### src/rtl/uart_rx_engine.sv
module uart_rx_engine (
  input  logic       clk,
  input  logic       rst_n,
  input  logic       enable,
  input  logic       rxd,
  input  logic       baud_tick,
  input  logic [2:0] char_size,
  input  logic [1:0] parity_mode,
  input  logic [1:0] os_sel,
  output logic       frame_valid,
  output logic [8:0] data,
  output logic       parity_err,
  output logic       frame_err
);

  logic       sync1, sync2, line_q;
  logic       busy, va, vb, pacc, pbit;
  logic [3:0] cnt, idx;
  logic [8:0] shreg;

  logic [3:0] wrap, pos_a, pos_b, pos_c, nbits, stop_idx;
  logic       has_par, odd_par, maj;

  always_comb begin
    case (os_sel)
      2'b01:   begin wrap = 4'd7; pos_a = 4'd2; pos_b = 4'd3; pos_c = 4'd4; end
      2'b10:   begin wrap = 4'd2; pos_a = 4'd0; pos_b = 4'd1; pos_c = 4'd2; end
      default: begin wrap = 4'd15; pos_a = 4'd6; pos_b = 4'd7; pos_c = 4'd8; end
    endcase
  end

  assign nbits    = (char_size > 3'd4) ? 4'd9 : {1'b0, char_size} + 4'd5;
  assign has_par  = parity_mode == 2'b01 || parity_mode == 2'b10;
  assign odd_par  = parity_mode == 2'b10;
  assign stop_idx = nbits + {3'b000, has_par} + 4'd1;
  assign maj      = (va & vb) | (va & sync2) | (vb & sync2);

  always_ff @(posedge clk or negedge rst_n) begin
    if (!rst_n) begin
      sync1       <= 1'b1;
      sync2       <= 1'b1;
      line_q      <= 1'b0;
      busy        <= 1'b0;
      cnt         <= '0;
      idx         <= '0;
      va          <= 1'b0;
      vb          <= 1'b0;
      pacc        <= 1'b0;
      pbit        <= 1'b0;
      shreg       <= '0;
      frame_valid <= 1'b0;
      data        <= '0;
      parity_err  <= 1'b0;
      frame_err   <= 1'b0;
    end else begin
      sync1       <= rxd;
      sync2       <= sync1;
      frame_valid <= 1'b0;
      if (!enable) begin
        busy   <= 1'b0;
        line_q <= 1'b0;
      end else if (baud_tick) begin
        line_q <= sync2;
        if (!busy) begin
          if (line_q && !sync2) begin
            busy  <= 1'b1;
            cnt   <= 4'd1;
            idx   <= '0;
            va    <= sync2;
            shreg <= '0;
            pacc  <= 1'b0;
            pbit  <= 1'b0;
          end
        end else begin
          cnt <= (cnt == wrap) ? 4'd0 : cnt + 4'd1;
          if (cnt == wrap) idx <= idx + 4'd1;
          if (cnt == pos_a) va <= sync2;
          if (cnt == pos_b) vb <= sync2;
          if (cnt == pos_c) begin
            if (idx == 4'd0) begin
              if (maj) busy <= 1'b0;
            end else if (idx <= nbits) begin
              shreg[idx - 4'd1] <= maj;
              pacc              <= pacc ^ maj;
            end else if (idx < stop_idx) begin
              pbit <= maj;
            end else begin
              busy        <= 1'b0;
              frame_valid <= 1'b1;
              data        <= shreg;
              frame_err   <= ~maj;
              parity_err  <= has_par & ((pacc ^ pbit) != odd_par);
            end
          end
        end
      end
    end
  end

endmodule


### config.mk
export PLATFORM = sky130hd
export DESIGN_NAME = uart_rx_engine
export DESIGN_NICKNAME = d
export VERILOG_FILES = /design/src/rtl/uart_rx_engine.sv
export SDC_FILE = /design/constraint.sdc
export NUM_CORES = 1
export LEC_CHECK = 0
export ABC_AREA = 1
export BUFFER_PORTS_ARGS = -buffer_cell sky130_fd_sc_hd__buf_4
export CELL_PAD_IN_SITES_DETAIL_PLACEMENT = 0
export CELL_PAD_IN_SITES_GLOBAL_PLACEMENT = 1
export CORE_MARGIN = 2
export CORE_UTILIZATION = 40
export CTS_BUF_LIST = sky130_fd_sc_hd__clkbuf_8
export DETAILED_ROUTE_END_ITERATION = 8
export GPL_ROUTABILITY_DRIVEN = 0
export PLACE_DENSITY = 0.8
export SETUP_SLACK_MARGIN = 0.5
export SLEW_MARGIN = 10
export SYNTH_ARGS = -nofsm -noshare
export SYNTH_HDL_FRONTEND = slang
export SYNTH_SLANG_ARGS = --single-unit
### constraint.sdc
create_clock -name clk -period 1.8 [get_ports clk]
set_input_delay 0.09 -clock clk [delete_from_list [all_inputs] [get_ports clk]]
set_output_delay 0.09 -clock clk [all_outputs]
set_load 0.05 [all_outputs]
==> flow_metrics.env, run 1 <==
export IMPL_route_vias_total=2222
export IMPL_cts_tree="done"
export IMPL_chipWidth_um=82
export IMPL_drcViolationCount=0
export IMPL_final_nets=411
export IMPL_dieArea_sq_mm=0.00672
export IMPL_failed_checks="setup timing"
export IMPL_wl_per_cell_um=12.6
export IMPL_synth_most_common_cell="nand2_1"
export IMPL_gr_total_overflow=0
export IMPL_timing_final_crit_share=1.09
export IMPL_core_area_sq_mm=0.00589
export IMPL_cp_arrival_ns=2.15
export IMPL_grt_pass1_vias=2095
export IMPL_syn_area_sq_mm=0.00243
export IMPL_tightestPinTransition_ns=0.478
export IMPL_grt_first_pass_wirelength_um=9440
export IMPL_grt_antenna_before_repair=0
export IMPL_grt_max_degree=38
export IMPL_yosysSeqAreaShare=0.381
export IMPL_fin_ws_ns=-0.162
export IMPL_cts_buffers=5
export IMPL_ys_ff_latch=37
export IMPL_worst_clock_skew_ns=0.00810
export IMPL_io_pins=24
export IMPL_run_status="complete, but fails checks"
export IMPL_cp_data_required_time_ns=1.99
export IMPL_portBuffers=23
export IMPL_area_growth_synth_to_final_pct=35.8
export IMPL_power_density_mw_per_mm2=846
export IMPL_relSlewSlack=0.681
export IMPL_diodes=0
export IMPL_yosys_warnings=0
export IMPL_fmax_ghz=0.510
export IMPL_dr_pass1_iters=4
export IMPL_cts_buffer_depth=2
export IMPL_critPathLaunchType="primary input"
export IMPL_htree_levels=2
export IMPL_fin_cells=455
export IMPL_yosys_area_top_type="dfrtp_1"
export IMPL_synth_ff_type="dfrtp_1"
export IMPL_drt_initial_drc_count=59
export IMPL_yosys_area_top_type_share=0.360
export IMPL_drv_slew=0
export IMPL_synthCells=320
export IMPL_post_route_min_period_ns=1.96
export IMPL_met1_usage=0.239
export IMPL_total_power_uw=2800
export IMPL_clk_latency_ns=0.29
export IMPL_drive_above_1_share=0.329
export IMPL_initial_core_util=0.413
export IMPL_path_max_fanout=6
export IMPL_grt_busiest_layer="met2"
export IMPL_synth_distinct_cells=25
export IMPL_criticalPathCategory="in -> reg"
export IMPL_clockRootBuffer="clkbuf_8"
export IMPL_clk_pin_slew_ns=0.08
export IMPL_synthArstFlopShare=1.00
export IMPL_worstHoldPathType="in -> reg"
export IMPL_synthTopCellsByCount="101 x nand2_1, 38 x inv_1, 35 x dfrtp_1, 23 x nand3_1, 20 x ha_1"
export IMPL_yosys_top_cells_area="dfrtp_1 36%, nand2_1 16%, ha_1 10%, inv_1 5.9%, nand3_1 4.7%"
export IMPL_use_met2=0.301
export IMPL_viasPerCell=4.88
export IMPL_placed_cells=432
export IMPL_dpl_hpwl_um=3850
export IMPL_track_usage=0.180
export IMPL_rsz0062_at_grt="true"
export IMPL_wirelength_um=5740
export IMPL_antenna_left=0
export IMPL_p_leak_uw=0.00164
export IMPL_syn_area_per_cell_sq_um=7.60
export IMPL_fillers=540
export IMPL_synth_edff_count=0
export IMPL_drv_cap=0
export IMPL_irDropWorstVdd_mv=0.462
export IMPL_setup_viol=14
export IMPL_timing_hold_violations_final=0
export IMPL_rows=28
export IMPL_cts_sinks=37
export IMPL_die_h_um=82
export IMPL_timing_critical_path_to_type="flop"
export IMPL_syn_num_nets=352
export IMPL_grtUsageMet3=0.0330
[per-layer routing]
metal / wire (um) / up-vias
li1: - / 1156
met1: 2850 / 1022
met2: 2660 / 35
met3: 179 / 9
met4: 57 / 0
met5: 0 / -
[worst paths after layout]
kind	start	to	slack, ns	cells after the start
worst max register to register	idx[1]	data[8]	0.02	11
worst max-delay path	char_size[1]	data[8]	-0.16	22
worst min-delay path	enable	line_q	0.06	3
max in group asynchronous	rst_n	sync2	1.14	2
min in group asynchronous	rst_n	shreg[1]	0.30	2
worst min register to register	sync1	sync2	0.36	0
[cell usage in the layout, fill, tap and decap left out, types with 7 or more instances in the layout]
| cell | count |
|---|---|
| ha_1 | 17 |
| buf_4 | 47 |
| o21ai_1 | 7 |
| xor2_1 | 7 |
| nand4_1 | 11 |
| nand2_1 | 90 |
| inv_1 | 28 |
| nand2_2 | 8 |
| nand3_1 | 21 |
| nand3_2 | 13 |
| inv_2 | 7 |
| nor2_1 | 15 |
| nor3_1 | 10 |
| dfrtp_1 | 35 |
[worst max-delay path, cell delays in order]
cell     delay (ns)
buf_12         0.09
inv_12         0.03
ha_4           0.13
or2_4          0.24
nand2_4        0.06
inv_2          0.04
ha_4           0.16
inv_2          0.06
ha_4           0.14
xor2_2         0.13
ha_1           0.25
nand2_1        0.06
inv_1          0.03
nand2_1        0.06
nand2_2        0.05
inv_2          0.06
nor2_2         0.04
nand2_2        0.11
inv_4          0.06
buf_12         0.13
nand2_1        0.06
nand2_1        0.05
[power breakdown]
part	total (uW)	switching, uW	internal [uW]
Combinational	1090	620	474
Clock	733	318	415
Sequential	970	69.1	900
[cell type report]
class	count	area [sq um]	share of cell area
multi-input combinational	236	1470	0.445
sequential	37	928	0.281
timing repair buffer	59	519	0.157
inverter	39	169	0.0511
tap	75	93.8	0.0284
clock buffer	5	68.8	0.0208
clock inverter	3	46.3	0.0140
timing repair inverter	1	7.51	0.00227
[repair_timing]
item | 4_1_cts | 5_1_grt
hold buffers | 2 | 0
gates resized for setup | 22 | 33
pin swaps | 11 | 7
endpoints found under the setup margin | 31 | 32
hold endpoints to repair | 36 | 0
setup buffers | 6 | 4
cloned | 1 | 2
[stage by stage]
stage	utilization	hold slack, ns	worst slack, ns	instance area (sq um)	TNS, ns
after global routing	0.562	0.0895	-0.286	3310	-4.75
final	0.562	0.0602	-0.162	3310	-1.90
after floorplan	-	-0.206	-0.218	2500	-2.53
after CTS	0.535	0.0460	-0.166	3150	-1.83
after global placement	0.492	0.0776	-0.503	2900	-9.58
after detailed placement	0.492	0.0850	-0.558	2900	-10.34
[logic make-up after synthesis]
family / synth area share
AO/OA/AOI/OAI: 0.0550
XOR/XNOR: 0.0324
adder cells (fa/ha/maj): 0.103
buffers and inverters: 0.0787
flip-flops: 0.381
AND/OR/NAND/NOR: 0.350
[state kept, by name, summed over array words and instances (netlist names), 4 cells and up]
| signal | flops |
|---|---|
| cnt | 4 |
| idx | 4 |
| shreg | 9 |
| data | 9 |
(Power assumes the default switching activity.)
==> inputs of run 2 (changes only) <==
--- a/config.mk
+++ b/config.mk
@@ -5,16 +5,15 @@
 export SDC_FILE = /design/constraint.sdc
 export NUM_CORES = 1
 export LEC_CHECK = 0
-export ABC_AREA = 1
 export BUFFER_PORTS_ARGS = -buffer_cell sky130_fd_sc_hd__buf_4
 export CELL_PAD_IN_SITES_DETAIL_PLACEMENT = 0
 export CELL_PAD_IN_SITES_GLOBAL_PLACEMENT = 1
-export CORE_MARGIN = 2
+export CORE_MARGIN = 8
 export CORE_UTILIZATION = 40
 export CTS_BUF_LIST = sky130_fd_sc_hd__clkbuf_8
 export DETAILED_ROUTE_END_ITERATION = 8
 export GPL_ROUTABILITY_DRIVEN = 0
-export PLACE_DENSITY = 0.8
+export PLACE_DENSITY = 0.77
 export SETUP_SLACK_MARGIN = 0.5
 export SLEW_MARGIN = 10
 export SYNTH_ARGS = -nofsm -noshare
==> constraint.sdc (replaced) <==
create_clock -name clk -period 1.8 [get_ports clk]
set_input_delay 0.18 -clock clk [delete_from_list [all_inputs] [get_ports clk]]
set_output_delay 0.18 -clock clk [all_outputs]
set_load 0.05 [all_outputs]
==> run 2 against run 1 <==
Net effect: the flow still finishes with violations (setup timing); global-route usage down 4.4 points; power down 14%; maximum frequency down 11%; non-clock buffer count up 19; clock skew up 0.00086 ns; utilization up 6.4 points; clock power up 1%; die area up 24%; combinational power down 33%; area after synthesis down 6.6%; sequential cell count unchanged; clock-buffer cell count unchanged; critical path type unchanged; largest cell class unchanged; largest power group is now sequential cells.
==> flow_metrics.env, run 2 <==
export IMPL_fin_ws_ns=-0.417
export IMPL_portBuffers=23
export IMPL_drcViolationCount=0
export IMPL_crit_chain="buf_12, buf_4, ha_1, o21a_1, ha_1, nand2_2, o21bai_2, o2bb2ai_4, nor4_4, buf_12, mux2_4"
export IMPL_syn_area_sq_mm=0.00227
export IMPL_antenna_left=0
export IMPL_hp_start="baud_tick"
export IMPL_synth_most_common_cell="dfrtp_1"
export IMPL_grt_antenna_before_repair=0
export IMPL_criticalPathCategory="in -> reg"
export IMPL_synth_edff_count=0
export IMPL_yosys_warnings=0
export IMPL_viasPerCell=5.07
export IMPL_worst_clock_skew_ns=0.00895
export IMPL_cp_arrival_ns=2.39
export IMPL_cts_tree="done"
export IMPL_dieArea_sq_mm=0.00835
export IMPL_diodes=0
export IMPL_core_area_sq_mm=0.00551
export IMPL_route_vias_total=1910
export IMPL_timing_critical_path_to_type="flop"
export IMPL_io_pins=24
export IMPL_grt_pass1_vias=1973
export IMPL_utilization=0.626
export IMPL_setup_viol=27
export IMPL_mostFrequentLayoutCells="60 x buf_4, 34 x dfrtp_1, 22 x nand2_1"
export IMPL_tightestPinTransition_ns=0.475
export IMPL_power_density_mw_per_mm2=698
export IMPL_die_h_um=91.4
export IMPL_post_route_min_period_ns=2.22
export IMPL_synthCells=225
export IMPL_timing_hold_violations_final=0
export IMPL_placed_cells=351
export IMPL_synth_ff_type="dfrtp_1"
export IMPL_startpoint="char_size[1]"
export IMPL_wl_per_cell_um=14.6
export IMPL_timing_final_crit_share=1.23
export IMPL_grt_max_degree=38
export IMPL_critPathLaunchType="primary input"
export IMPL_cp_data_required_time_ns=1.97
export IMPL_final_nets=336
export IMPL_yosys_area_share_simple=0.183
export IMPL_final_common_cell="buf_4"
export IMPL_slowest_stage="nor4_4"
export IMPL_muxShareOfSynthArea=0.113
export IMPL_syn_area_per_cell_sq_um=10.1
export IMPL_synth_xor_area_frac=0.0462
export IMPL_wirelength_um=5500
export IMPL_initial_core_util=0.413
export IMPL_yosysSeqAreaShare=0.408
export IMPL_dpl_hpwl_um=3910
export IMPL_synth_distinct_cells=51
export IMPL_drv_cap=0
export IMPL_critical_path_max_stage_delay_ns=0.33
export IMPL_drt_initial_drc_count=86
export IMPL_worstHoldPathType="in -> reg"
export IMPL_drive_above_1_share=0.498
export IMPL_placed_area_sq_mm=0.00300
export IMPL_area_growth_synth_to_final_pct=51.6
export IMPL_fin_cells=377
export IMPL_r2r_start="idx[3]"
export IMPL_fin_area_sq_mm=0.00345
export IMPL_drv_slew=0
export IMPL_chipWidth_um=91.4
export IMPL_rows=27
export IMPL_cts_buffer_depth=2
export IMPL_cts_sinks=37
export IMPL_synthTopCellsByCount="35 x dfrtp_1, 25 x nand2_1, 20 x ha_1, 16 x inv_1, 14 x nand3_1"
export IMPL_synthAdderAreaFrac=0.114
export IMPL_clk_pin_slew_ns=0.08
export IMPL_synth_top_family_by_area="simple AND/OR/NAND/NOR gates"
export IMPL_relSlewSlack=0.683
export IMPL_irDropWorstVdd_mv=0.528
export IMPL_yosys_top_cells_area="dfrtp_1 39%, ha_1 11%, mux2_1 5.9%, mux2i_1 4.8%, nand2_1 4.1%"
export IMPL_rsz0062_at_grt="true"
export IMPL_yosys_area_top_type="dfrtp_1"
export IMPL_tns_ns=-5.91
export IMPL_htree_levels=2
export IMPL_failed_checks="setup timing"
export IMPL_p_leak_uw=0.00162
export IMPL_clockRootBuffer="clkbuf_8"
export IMPL_fmax_ghz=0.451
export IMPL_syn_num_nets=257
export IMPL_clk_latency_ns=0.29
export IMPL_gr_total_overflow=0
export IMPL_top_regs="data (9), shreg (9)"
export IMPL_run_status="complete, but fails checks"
export IMPL_yosys_area_top_type_share=0.385
export IMPL_dr_pass1_iters=6
export IMPL_track_usage=0.136
export IMPL_synth_compound_gate_area_share=0.0930
export IMPL_ys_ff_latch=37
export IMPL_synthArstFlopShare=1.00
export IMPL_cts_buffers=5
export IMPL_path_max_fanout=12
export IMPL_grt_first_pass_wirelength_um=9380
[run 2: final cells by class]
| class | instances | area, sq um |
|---|---|---|
| fillers | 453 | 2060 |
| multi-input cells | 166 | 1560 |
| flip-flops and latches | 37 | 930 |
| repair buffers | 78 | 668 |
| well taps | 72 | 90.1 |
| inverters | 16 | 80.1 |
| clock buffers | 5 | 68.8 |
| clock inverters | 3 | 46.3 |
[run 2: what timing repair did]
item                                   in CTS  in global routing
gates resized for setup                    36                 11
buffers inserted                            9                  6
setup endpoints to repair                  34                 34
hold buffers                                2                  0
pin swaps                                  15                 10
endpoints found under the hold margin      36                  0
gates cloned                                1                  0
[run 2: layer usage]
layer  wire [um]  global-route usage
met5           0                   0
met4          70              0.0423
met3         184              0.0329
met2        2680               0.223
met1        2570               0.172
[run 2: worst paths after layout]
kind                       cells past startpoint      end  slack (ns)
max                                           11  data[4]       -0.42
min                                            2     busy        0.12
max reg2reg                                    7  data[4]       -0.29
min reg2reg                                    0    sync2        0.36
max in group asynchronous                      2    sync2        1.06
min in group asynchronous                      2   cnt[2]        0.38
[run 2: worst max-delay path, delay by kind of cell]
kind / cells / cell delay, ns
AO/OA/AOI/OAI: 3 / 0.59
adder cells (fa/ha/maj): 2 / 0.48
buffers and inverters: 3 / 0.42
multiplexers: 1 / 0.30
AND/OR/NAND/NOR: 2 / 0.40
[run 2: through the flow]
stage | hold slack, ns | power (uW) | setup WS (ns)
2_1_floorplan | -0.116 | 1310 | -0.618
3_3_place_gp | 0.177 | 1550 | -0.719
3_5_place_dp | 0.174 | 1560 | -0.780
4_1_cts | 0.118 | 2390 | -0.409
5_1_grt | 0.121 | 2540 | -0.534
6_report | 0.123 | 2410 | -0.417
[run 2: cell families (layout without fill, tap and decap cells)]
kind of cell	count (synthesis)	after routing
AOI/OAI and AO/OA	31	31
and+or+nand+nor	78	78
buffers and inverters	22	102
adders and majority gates	21	21
DFF	37	37
muxes	24	24
xor gates and xnor gates	12	12
[run 2: power by group]
| part | switching, uW | internal (uW) | total, uW |
|---|---|---|---|
| clock network | 327 | 415 | 742 |
| registers | 44.3 | 885 | 929 |
| logic | 362 | 373 | 735 |
